File: src/rtl/id_pkg.sv
package id_pkg;
  typedef enum logic [1:0] {
    CMD_START,
    CMD_STOP,
    CMD_WBIT,
    CMD_RBIT
  } bus_cmd_e;

  localparam int unsigned NUM_BYTES  = 5;
  localparam logic [7:0]  CKSUM_SEED = 8'h55;
  localparam logic [6:0]  DEV_ADDR   = 7'h50;
endpackage

File: src/rtl/id_bit_phy.sv
module id_bit_phy
  import id_pkg::*;
#(
  parameter int unsigned DIV = 125
) (
  input  logic     clk_i,
  input  logic     rst_ni,
  input  logic     go_i,
  input  bus_cmd_e cmd_i,
  input  logic     bit_i,
  output logic     done_o,
  output logic     rx_o,
  input  logic     sda_i,
  output logic     scl_oe_o,
  output logic     sda_oe_o
);
  localparam int unsigned CW = (DIV > 1) ? $clog2(DIV) : 1;

  logic          busy_q, done_q, rx_q, scl_q, sda_q, bit_q;
  logic [1:0]    ph_q;
  logic [CW-1:0] cnt_q;
  bus_cmd_e      cmd_q;

  // line levels {scl, sda} for each quarter of a bit slot
  function automatic logic [1:0] lines(bus_cmd_e c, logic [1:0] p, logic b);
    logic [1:0] v;
    case (c)
      CMD_START: case (p)
        2'd0: v = 2'b01;
        2'd1: v = 2'b11;
        2'd2: v = 2'b10;
        default: v = 2'b00;
      endcase
      CMD_STOP: case (p)
        2'd0: v = 2'b00;
        2'd1: v = 2'b10;
        default: v = 2'b11;
      endcase
      CMD_WBIT: v = {(p == 2'd1) || (p == 2'd2), b};
      default:  v = {(p == 2'd1) || (p == 2'd2), 1'b1};
    endcase
    return v;
  endfunction

  always_ff @(posedge clk_i or negedge rst_ni) begin
    if (!rst_ni) begin
      busy_q <= 1'b0;
      done_q <= 1'b0;
      rx_q   <= 1'b1;
      scl_q  <= 1'b1;
      sda_q  <= 1'b1;
      bit_q  <= 1'b0;
      ph_q   <= 2'd0;
      cnt_q  <= '0;
      cmd_q  <= CMD_STOP;
    end else begin
      done_q <= 1'b0;
      if (go_i && !busy_q) begin
        busy_q         <= 1'b1;
        ph_q           <= 2'd0;
        cnt_q          <= '0;
        cmd_q          <= cmd_i;
        bit_q          <= bit_i;
        {scl_q, sda_q} <= lines(cmd_i, 2'd0, bit_i);
      end else if (busy_q) begin
        if (cnt_q == CW'(DIV - 1)) begin
          cnt_q <= '0;
          if (ph_q == 2'd2 && cmd_q == CMD_RBIT) rx_q <= sda_i;
          if (ph_q == 2'd3) begin
            busy_q <= 1'b0;
            done_q <= 1'b1;
          end else begin
            ph_q           <= ph_q + 2'd1;
            {scl_q, sda_q} <= lines(cmd_q, ph_q + 2'd1, bit_q);
          end
        end else begin
          cnt_q <= cnt_q + CW'(1);
        end
      end
    end
  end

  assign done_o   = done_q;
  assign rx_o     = rx_q;
  assign scl_oe_o = ~scl_q;
  assign sda_oe_o = ~sda_q;

  assert_go_idle_R2: assert property (@(posedge clk_i) disable iff (!rst_ni)
    go_i |-> !busy_q);
endmodule

File: src/rtl/id_load_seq.sv
module id_load_seq
  import id_pkg::*;
(
  input  logic                   clk_i,
  input  logic                   rst_ni,
  input  logic                   strap_a_i,
  input  logic                   strap_b_i,
  output logic                   phy_go_o,
  output bus_cmd_e               phy_cmd_o,
  output logic                   phy_bit_o,
  input  logic                   phy_done_i,
  input  logic                   phy_rx_i,
  output logic                   sw_mode_o,
  output logic                   fin_o,
  output logic                   nack_o,
  output logic [NUM_BYTES*8-1:0] bytes_o
);
  localparam int unsigned STW      = 4;
  localparam int unsigned ST_DEVW  = 1;
  localparam int unsigned ST_RSTRT = 3;
  localparam int unsigned ST_DEVR  = 4;
  localparam int unsigned ST_RD0   = 5;
  localparam int unsigned ST_STOP  = ST_RD0 + NUM_BYTES;

  typedef enum logic [1:0] {SQ_STRAP, SQ_ISSUE, SQ_WAIT, SQ_END} sq_e;

  sq_e                    state_q;
  logic [STW-1:0]         step_q;
  logic [3:0]             bitn_q;
  logic [7:0]             sh_q;
  logic [NUM_BYTES*8-1:0] bytes_q;
  logic                   nack_q, sw_q, fin_q;

  logic       single, is_rd, last_bit;
  logic [7:0] tx_byte;

  always_comb begin
    single   = (step_q == '0) || (step_q == STW'(ST_RSTRT)) || (step_q == STW'(ST_STOP));
    is_rd    = (step_q >= STW'(ST_RD0)) && (step_q < STW'(ST_STOP));
    last_bit = (bitn_q == 4'd8);
    case (step_q)
      STW'(ST_DEVW): tx_byte = {DEV_ADDR, 1'b0};
      STW'(ST_DEVR): tx_byte = {DEV_ADDR, 1'b1};
      default:       tx_byte = 8'h00;
    endcase
    phy_bit_o = 1'b0;
    if (single) begin
      phy_cmd_o = (step_q == STW'(ST_STOP)) ? CMD_STOP : CMD_START;
    end else if (is_rd) begin
      phy_cmd_o = last_bit ? CMD_WBIT : CMD_RBIT;
      phy_bit_o = last_bit && (step_q == STW'(ST_STOP - 1));
    end else begin
      phy_cmd_o = last_bit ? CMD_RBIT : CMD_WBIT;
      phy_bit_o = tx_byte[3'd7 - bitn_q[2:0]];
    end
  end

  always_ff @(posedge clk_i or negedge rst_ni) begin
    if (!rst_ni) begin
      state_q <= SQ_STRAP;
      step_q  <= '0;
      bitn_q  <= '0;
      sh_q    <= '0;
      bytes_q <= '0;
      nack_q  <= 1'b0;
      sw_q    <= 1'b0;
      fin_q   <= 1'b0;
    end else begin
      fin_q <= 1'b0;
      case (state_q)
        SQ_STRAP: begin
          if (!strap_a_i && !strap_b_i) begin
            state_q <= SQ_ISSUE;
          end else begin
            sw_q    <= 1'b1;
            state_q <= SQ_END;
          end
        end
        SQ_ISSUE: state_q <= SQ_WAIT;
        SQ_WAIT: if (phy_done_i) begin
          state_q <= SQ_ISSUE;
          if (single) begin
            if (step_q == STW'(ST_STOP)) begin
              state_q <= SQ_END;
              fin_q   <= 1'b1;
            end else begin
              step_q <= step_q + STW'(1);
            end
          end else if (!last_bit) begin
            if (is_rd) sh_q <= {sh_q[6:0], phy_rx_i};
            bitn_q <= bitn_q + 4'd1;
          end else begin
            bitn_q <= '0;
            if (!is_rd && phy_rx_i) begin
              nack_q <= 1'b1;
              step_q <= STW'(ST_STOP);
            end else begin
              for (int k = 0; k < NUM_BYTES; k++)
                if (step_q == STW'(ST_RD0 + k)) bytes_q[k*8 +: 8] <= sh_q;
              step_q <= step_q + STW'(1);
            end
          end
        end
        default: state_q <= SQ_END;
      endcase
    end
  end

  assign phy_go_o  = (state_q == SQ_ISSUE);
  assign sw_mode_o = sw_q;
  assign fin_o     = fin_q;
  assign nack_o    = nack_q;
  assign bytes_o   = bytes_q;

  assert_end_holds_R7: assert property (@(posedge clk_i) disable iff (!rst_ni)
    state_q == SQ_END |=> state_q == SQ_END);
endmodule

File: src/rtl/id_regs.sv
module id_regs
  import id_pkg::*;
(
  input  logic                   clk_i,
  input  logic                   rst_ni,
  input  logic                   sw_mode_i,
  input  logic                   fin_i,
  input  logic                   nack_i,
  input  logic [NUM_BYTES*8-1:0] bytes_i,
  input  logic                   wr_en_i,
  input  logic                   wr_sel_i,
  input  logic [15:0]            wr_data_i,
  output logic [15:0]            svid_o,
  output logic [15:0]            ssid_o,
  output logic                   done_o,
  output logic                   err_o
);
  logic [15:0] svid_q, ssid_q;
  logic        done_q, err_q;
  logic [7:0]  sum;

  always_comb begin
    sum = CKSUM_SEED;
    for (int k = 0; k < NUM_BYTES; k++) sum = sum + bytes_i[k*8 +: 8];
  end

  always_ff @(posedge clk_i or negedge rst_ni) begin
    if (!rst_ni) begin
      svid_q <= '0;
      ssid_q <= '0;
      done_q <= 1'b0;
      err_q  <= 1'b0;
    end else if (fin_i) begin
      done_q <= 1'b1;
      if (!nack_i && sum == 8'h00) begin
        svid_q <= {bytes_i[15:8], bytes_i[7:0]};
        ssid_q <= {bytes_i[31:24], bytes_i[23:16]};
      end else begin
        err_q <= 1'b1;
      end
    end else if (sw_mode_i) begin
      done_q <= 1'b1;
      if (wr_en_i) begin
        if (wr_sel_i) ssid_q <= wr_data_i;
        else          svid_q <= wr_data_i;
      end
    end
  end

  assign svid_o = svid_q;
  assign ssid_o = ssid_q;
  assign done_o = done_q;
  assign err_o  = err_q;

  assert_err_zero_R5: assert property (@(posedge clk_i) disable iff (!rst_ni)
    err_q |-> (svid_q == 16'h0 && ssid_q == 16'h0));
  assert_ro_autoload_R10: assert property (@(posedge clk_i) disable iff (!rst_ni)
    (!sw_mode_i && !fin_i) |=> ($stable(svid_q) && $stable(ssid_q)));
endmodule

File: src/rtl/id_autoload.sv
module id_autoload
  import id_pkg::*;
#(
  parameter int unsigned DIV = 125
) (
  input  logic        clk_i,
  input  logic        rst_ni,
  input  logic        strap_a_i,
  input  logic        strap_b_i,
  output logic        gp0_oe_o,
  input  logic        gp1_i,
  output logic        gp1_oe_o,
  input  logic        wr_en_i,
  input  logic        wr_sel_i,
  input  logic [15:0] wr_data_i,
  output logic [15:0] svid_o,
  output logic [15:0] ssid_o,
  output logic        done_o,
  output logic        err_o
);
  logic                   go, pbit, pdone, prx, sw_mode, fin, nack;
  bus_cmd_e               pcmd;
  logic [NUM_BYTES*8-1:0] bytes;

  id_bit_phy #(.DIV(DIV)) u_phy (
    .clk_i, .rst_ni,
    .go_i(go), .cmd_i(pcmd), .bit_i(pbit),
    .done_o(pdone), .rx_o(prx),
    .sda_i(gp1_i), .scl_oe_o(gp0_oe_o), .sda_oe_o(gp1_oe_o)
  );

  id_load_seq u_seq (
    .clk_i, .rst_ni,
    .strap_a_i, .strap_b_i,
    .phy_go_o(go), .phy_cmd_o(pcmd), .phy_bit_o(pbit),
    .phy_done_i(pdone), .phy_rx_i(prx),
    .sw_mode_o(sw_mode), .fin_o(fin), .nack_o(nack), .bytes_o(bytes)
  );

  id_regs u_regs (
    .clk_i, .rst_ni,
    .sw_mode_i(sw_mode), .fin_i(fin), .nack_i(nack), .bytes_i(bytes),
    .wr_en_i, .wr_sel_i, .wr_data_i,
    .svid_o, .ssid_o, .done_o, .err_o
  );

  assert_sw_quiet_R8: assert property (@(posedge clk_i) disable iff (!rst_ni)
    sw_mode |-> (!gp0_oe_o && !gp1_oe_o && !err_o));
  assert_done_hold_R7: assert property (@(posedge clk_i) disable iff (!rst_ni)
    done_o |=> done_o);
endmodule

File: config.mk
export PLATFORM = sky130hd
export DESIGN_NAME = id_autoload
export DESIGN_NICKNAME = d
export VERILOG_FILES = /design/src/rtl/id_pkg.sv /design/src/rtl/id_bit_phy.sv /design/src/rtl/id_load_seq.sv /design/src/rtl/id_regs.sv /design/src/rtl/id_autoload.sv
export SDC_FILE = /design/constraint.sdc
export NUM_CORES = 1
export LEC_CHECK = 0
export CORE_ASPECT_RATIO = 0.9
export CORE_MARGIN = 4
export CORE_UTILIZATION = 50
export CTS_CLUSTER_DIAMETER = 30
export DETAILED_ROUTE_END_ITERATION = 10
export GPL_TIMING_DRIVEN = 0
export PLACE_DENSITY = 0.75
export SLEW_MARGIN = 20
export SYNTH_ARGS = -nofsm -noshare
export SYNTH_HDL_FRONTEND = slang
export SYNTH_HIERARCHICAL = 1
export SYNTH_SLANG_ARGS = --single-unit
File: constraint.sdc
create_clock -name clk_i -period 5.45 [get_ports clk_i]
set_input_delay 0.545 -clock clk_i [delete_from_list [all_inputs] [get_ports clk_i]]
set_output_delay 0.545 -clock clk_i [all_outputs]
set_load 0.03 [all_outputs]
==> results.json <==
{
  "netlist_area_um2": 6450,
  "relSlewSlack": 0.587,
  "fmaxAchievable_ghz": 0.212,
  "clkPwrFrac": 0.345,
  "crit_chain": "fa_1, inv_1, fa_1, inv_1, fa_1, ha_1, inv_1, fa_1, nand3_1, nor4_1, nand3_1, o22ai_4, buf_12, mux2_4",
  "endpoint_kind": "flop",
  "grt_max_degree": 84,
  "wl_per_cell_um": 16.8,
  "syn_to_final_growth_pct": 17.0,
  "synth_edf_count": 0,
  "synth_cells": 554,
  "p_per_area_nw_per_um2": 239,
  "cp-start-kind": "flop",
  "layout_setup_ws_ps": 742,
  "synth.avg_cell_area_um2": 11.6,
  "finalCritPeriodShare": 0.864,
  "vias": 4244,
  "path_clk_slew_ps": 70,
  "critPathKind": "reg2reg",
  "drt-total-wl_mm": 13.3,
  "p_leak_nw": 3.47,
  "grt_pass1_wl_mm": 23.1,
  "pwr-share-comb": 0.154,
  "crit_path_frequent_cell": "fa_1",
  "drtIter0Drc": 218,
  "hold_viol_final": 0,
  "path_delay_family": "adder cells",
  "period_minus_slack_ps": 4710,
  "grt_pass1_vias": 4575,
  "ys_ff_latch": 112,
  "synth.distinct_cells": 72,
  "antenna_found_initial": 0,
  "power_frac_seq": 0.501,
  "synth-seq-area-share": 0.436,
  "coreArea_um2": 12600,
  "ios": 59,
  "numCtsBuffers": 9,
  "drc_errors": 0,
  "die_w_um": 128,
  "maxSlewViolCount": 0,
  "clk_latency_ps": 350,
  "cts_buffer_depth": 2,
  "post_cts_buffers": 0,
  "grt_overflow": 0,
  "htreeDepth": 3,
  "status": "complete, no violations",
  "synth_flop_cell": "dfrtp_1",
  "maxCapViolCount": 0,
  "rows": 39,
  "drt-pass1-iter-count": 4,
  "grt_usage": 0.197,
  "tightest_slew_ps": 618,
  "gp_congestion": 0.839,
  "worstPathMaxFanout": 10,
  "die-height_um": 116,
  "tritoncts": "built",
  "hold_buffers": 0,
  "crit_slowest_cell": "fa_1",
  "fill_cells": 994,
  "slowest_delay_ps": 540,
  "switching_share": 0.257,
  "synthesis.nets": 622,
  "cts_resized": 0,
  "start_util": 0.510,
  "total_power_w": 0.00180,
  "ctsRootBufferMaster": "clkbuf_16",
  "yosysWarnings": 6,
  "synth-async-reset-ratio": 1.00,
  "switching_power_w": 0.000463,
  "rsz0062_at_grt": "false",
  "irDropWorstVdd_mv": 0.142,
  "dieArea_um2": 14800,
  "antenna_cells": 0,
  "internal-power_w": 0.00134,
  "finalSetupViolations": 0,
  "clkSinkCount": 112,
  "layout.nets": 692,
  "drtAntennaViolNets": 0,
  "critPathArrivalTime_ps": 4940,
  "crit_buf_inv": 4,
  "place_ws_ps": 777,
  "drive_above_1_share": 0.177,
  "critPathRequiredTime_ps": 5680,
  "vias_per_cell": 5.36,
  "portBuffers": 58,
  "dp_hpwl_mm": 10.0,
  "finalClockSkew_ps": 6.13,
  "hold_class": "in2async"
}
## cell usage after synthesis, types with 4 or more instances
cell type  number  area [um2]
dfrtp_1       108        2700
nand2_1        85         319
inv_1          53         199
mux2_2         31         349
mux2_4         28         420
mux2_1         26         293
ha_1           25         313
nand2b_1       21         131
fa_1           20         400
nand3_1        13        65.1
nor2_1         13        48.8
o211ai_1        8        60.1
o21ai_0         8        40.0
xnor2_1         7        61.3
clkbuf_1        6        22.5
nor3_1          6        30.0
nor2b_1         5        31.3
or3_1           5        31.3
a21oi_1         4        20.0
dfstp_2         4         105
nand3b_1        4        30.0
o31ai_1         4        30.0
## sequential cells by signal (all words and copies together), names as in the netlist
register,flops
u_phy/bit_q,1
u_regs/err_o,1
u_seq/step_q,4
u_seq/state_q,2
u_phy/cnt_q,7
u_phy/rx_o,1
u_regs/svid_o,16
u_seq/nack_o,1
u_seq/fin_o,1
u_phy/scl_q,1
u_seq/bitn_q,4
u_phy/cmd_q,2
u_regs/ssid_o,16
u_phy/sda_q,1
u_seq/sw_mode_o,1
u_phy/done_o,1
u_seq/sh_q,8
u_phy/busy_q,1
u_seq/bytes_o,40
u_phy/ph_q,2
u_regs/done_o,1
## stage by stage
stage | util | hold slack [ps] | std cells | TNS (ps) | area (um2)
CTS | 0.597 | 63.0 | 792 | 0 | 7540
global route | 0.597 | 64.9 | 792 | 0 | 7540
floorplan | - | 249 | 554 | 0 | 6450
detailed placement | 0.574 | 443 | 777 | 0 | 7260
finish | 0.597 | 63.9 | 792 | 0 | 7540
global placement | 0.572 | 460 | 776 | -36350 | 7230
## power groups by stage
| stage | Combinational [W] | Sequential, W | Clock, W |
|---|---|---|---|
| floorplan | 0.0000845 | 0.000983 | 0 |
| global placement | 0.000271 | 0.000916 | 0 |
| detailed placement | 0.000279 | 0.000919 | 0 |
| CTS | 0.000280 | 0.000903 | 0.000643 |
| global route | 0.000295 | 0.000909 | 0.000687 |
| finish | 0.000277 | 0.000903 | 0.000622 |
## final cells by class
class                   instances  area, um2  share of cell area
multi-input cells             374       3330               0.442
flip-flops and latches        112       2810               0.372
repair buffers                 59        609              0.0808
clock buffers                  11        253              0.0335
well taps                     164        205              0.0272
inverters                      54        203              0.0269
plain buffers                  14        103              0.0136
clock inverters                 4       28.8             0.00382
## placed cells by master, fill, tap and decap left out, drive strengths merged, types with 2 or more instances in the layout
cell           synthesis  routed
nor4                   2       2
clkdlybuf4s50          0      57
nand4                  4       4
nand2                 86      86
clkinvlp               0       2
fa                    20      20
nand2b                23      23
a31oi                  2       2
xor2                   2       2
o22ai                  3       3
or3                    5       5
o31ai                  4       4
a2111oi                2       2
o211a                  2       2
mux2                  85      85
buf                    8      10
o21ai                  8       8
o211ai                 8       8
and4                   2       2
a21oi                  4       4
ha                    25      25
a211oi                 2       2
dfstp                  4       4
and3b                  3       3
nor2                  14      14
or2                    2       2
inv                   54      55
nor3                   7       7
nand3b                 5       5
xnor2                 10      10
nand3                 15      15
a21o                   3       3
nor2b                  5       5
o2111ai                3       3
o311ai                 3       3
dfrtp                108     108
clkbuf                 6      17
## path summary, 6_finish.rpt
path,from,slack (ps),end,cells past startpoint
min in group clk_i,u_regs/err_o,470,u_regs/err_o,1
max in group asynchronous,rst_ni,4670,u_phy/sda_q,2
worst max-delay path,u_seq/bytes_o[18],740,u_regs/ssid_o[12],14
worst min-delay path,rst_ni,60,u_regs/svid_o[1],1
worst min register to register,u_regs/err_o,470,u_regs/err_o,1
worst max register to register,u_seq/bytes_o[18],740,u_regs/ssid_o[12],14
## per-layer routing
metal  track usage  vias up  share of wire
li1              -     2028              -
met1         0.269     2104           0.46
met2         0.322      105           0.47
met3        0.0484        7          0.053
met4        0.0481        0         0.0083
met5             0        -              0
## logic make-up (layout without fill, tap and decap cells)
group	after synthesis	in the layout	share of synthesized area
simple gates	178	178	0.151
flops	112	112	0.436
mux	86	86	0.166
buf+inv	68	142	0.0474
compound gates	52	52	0.0656
fa+ha+maj	45	45	0.111
xor+xnor	13	13	0.0235
(Power assumes the default switching activity.)
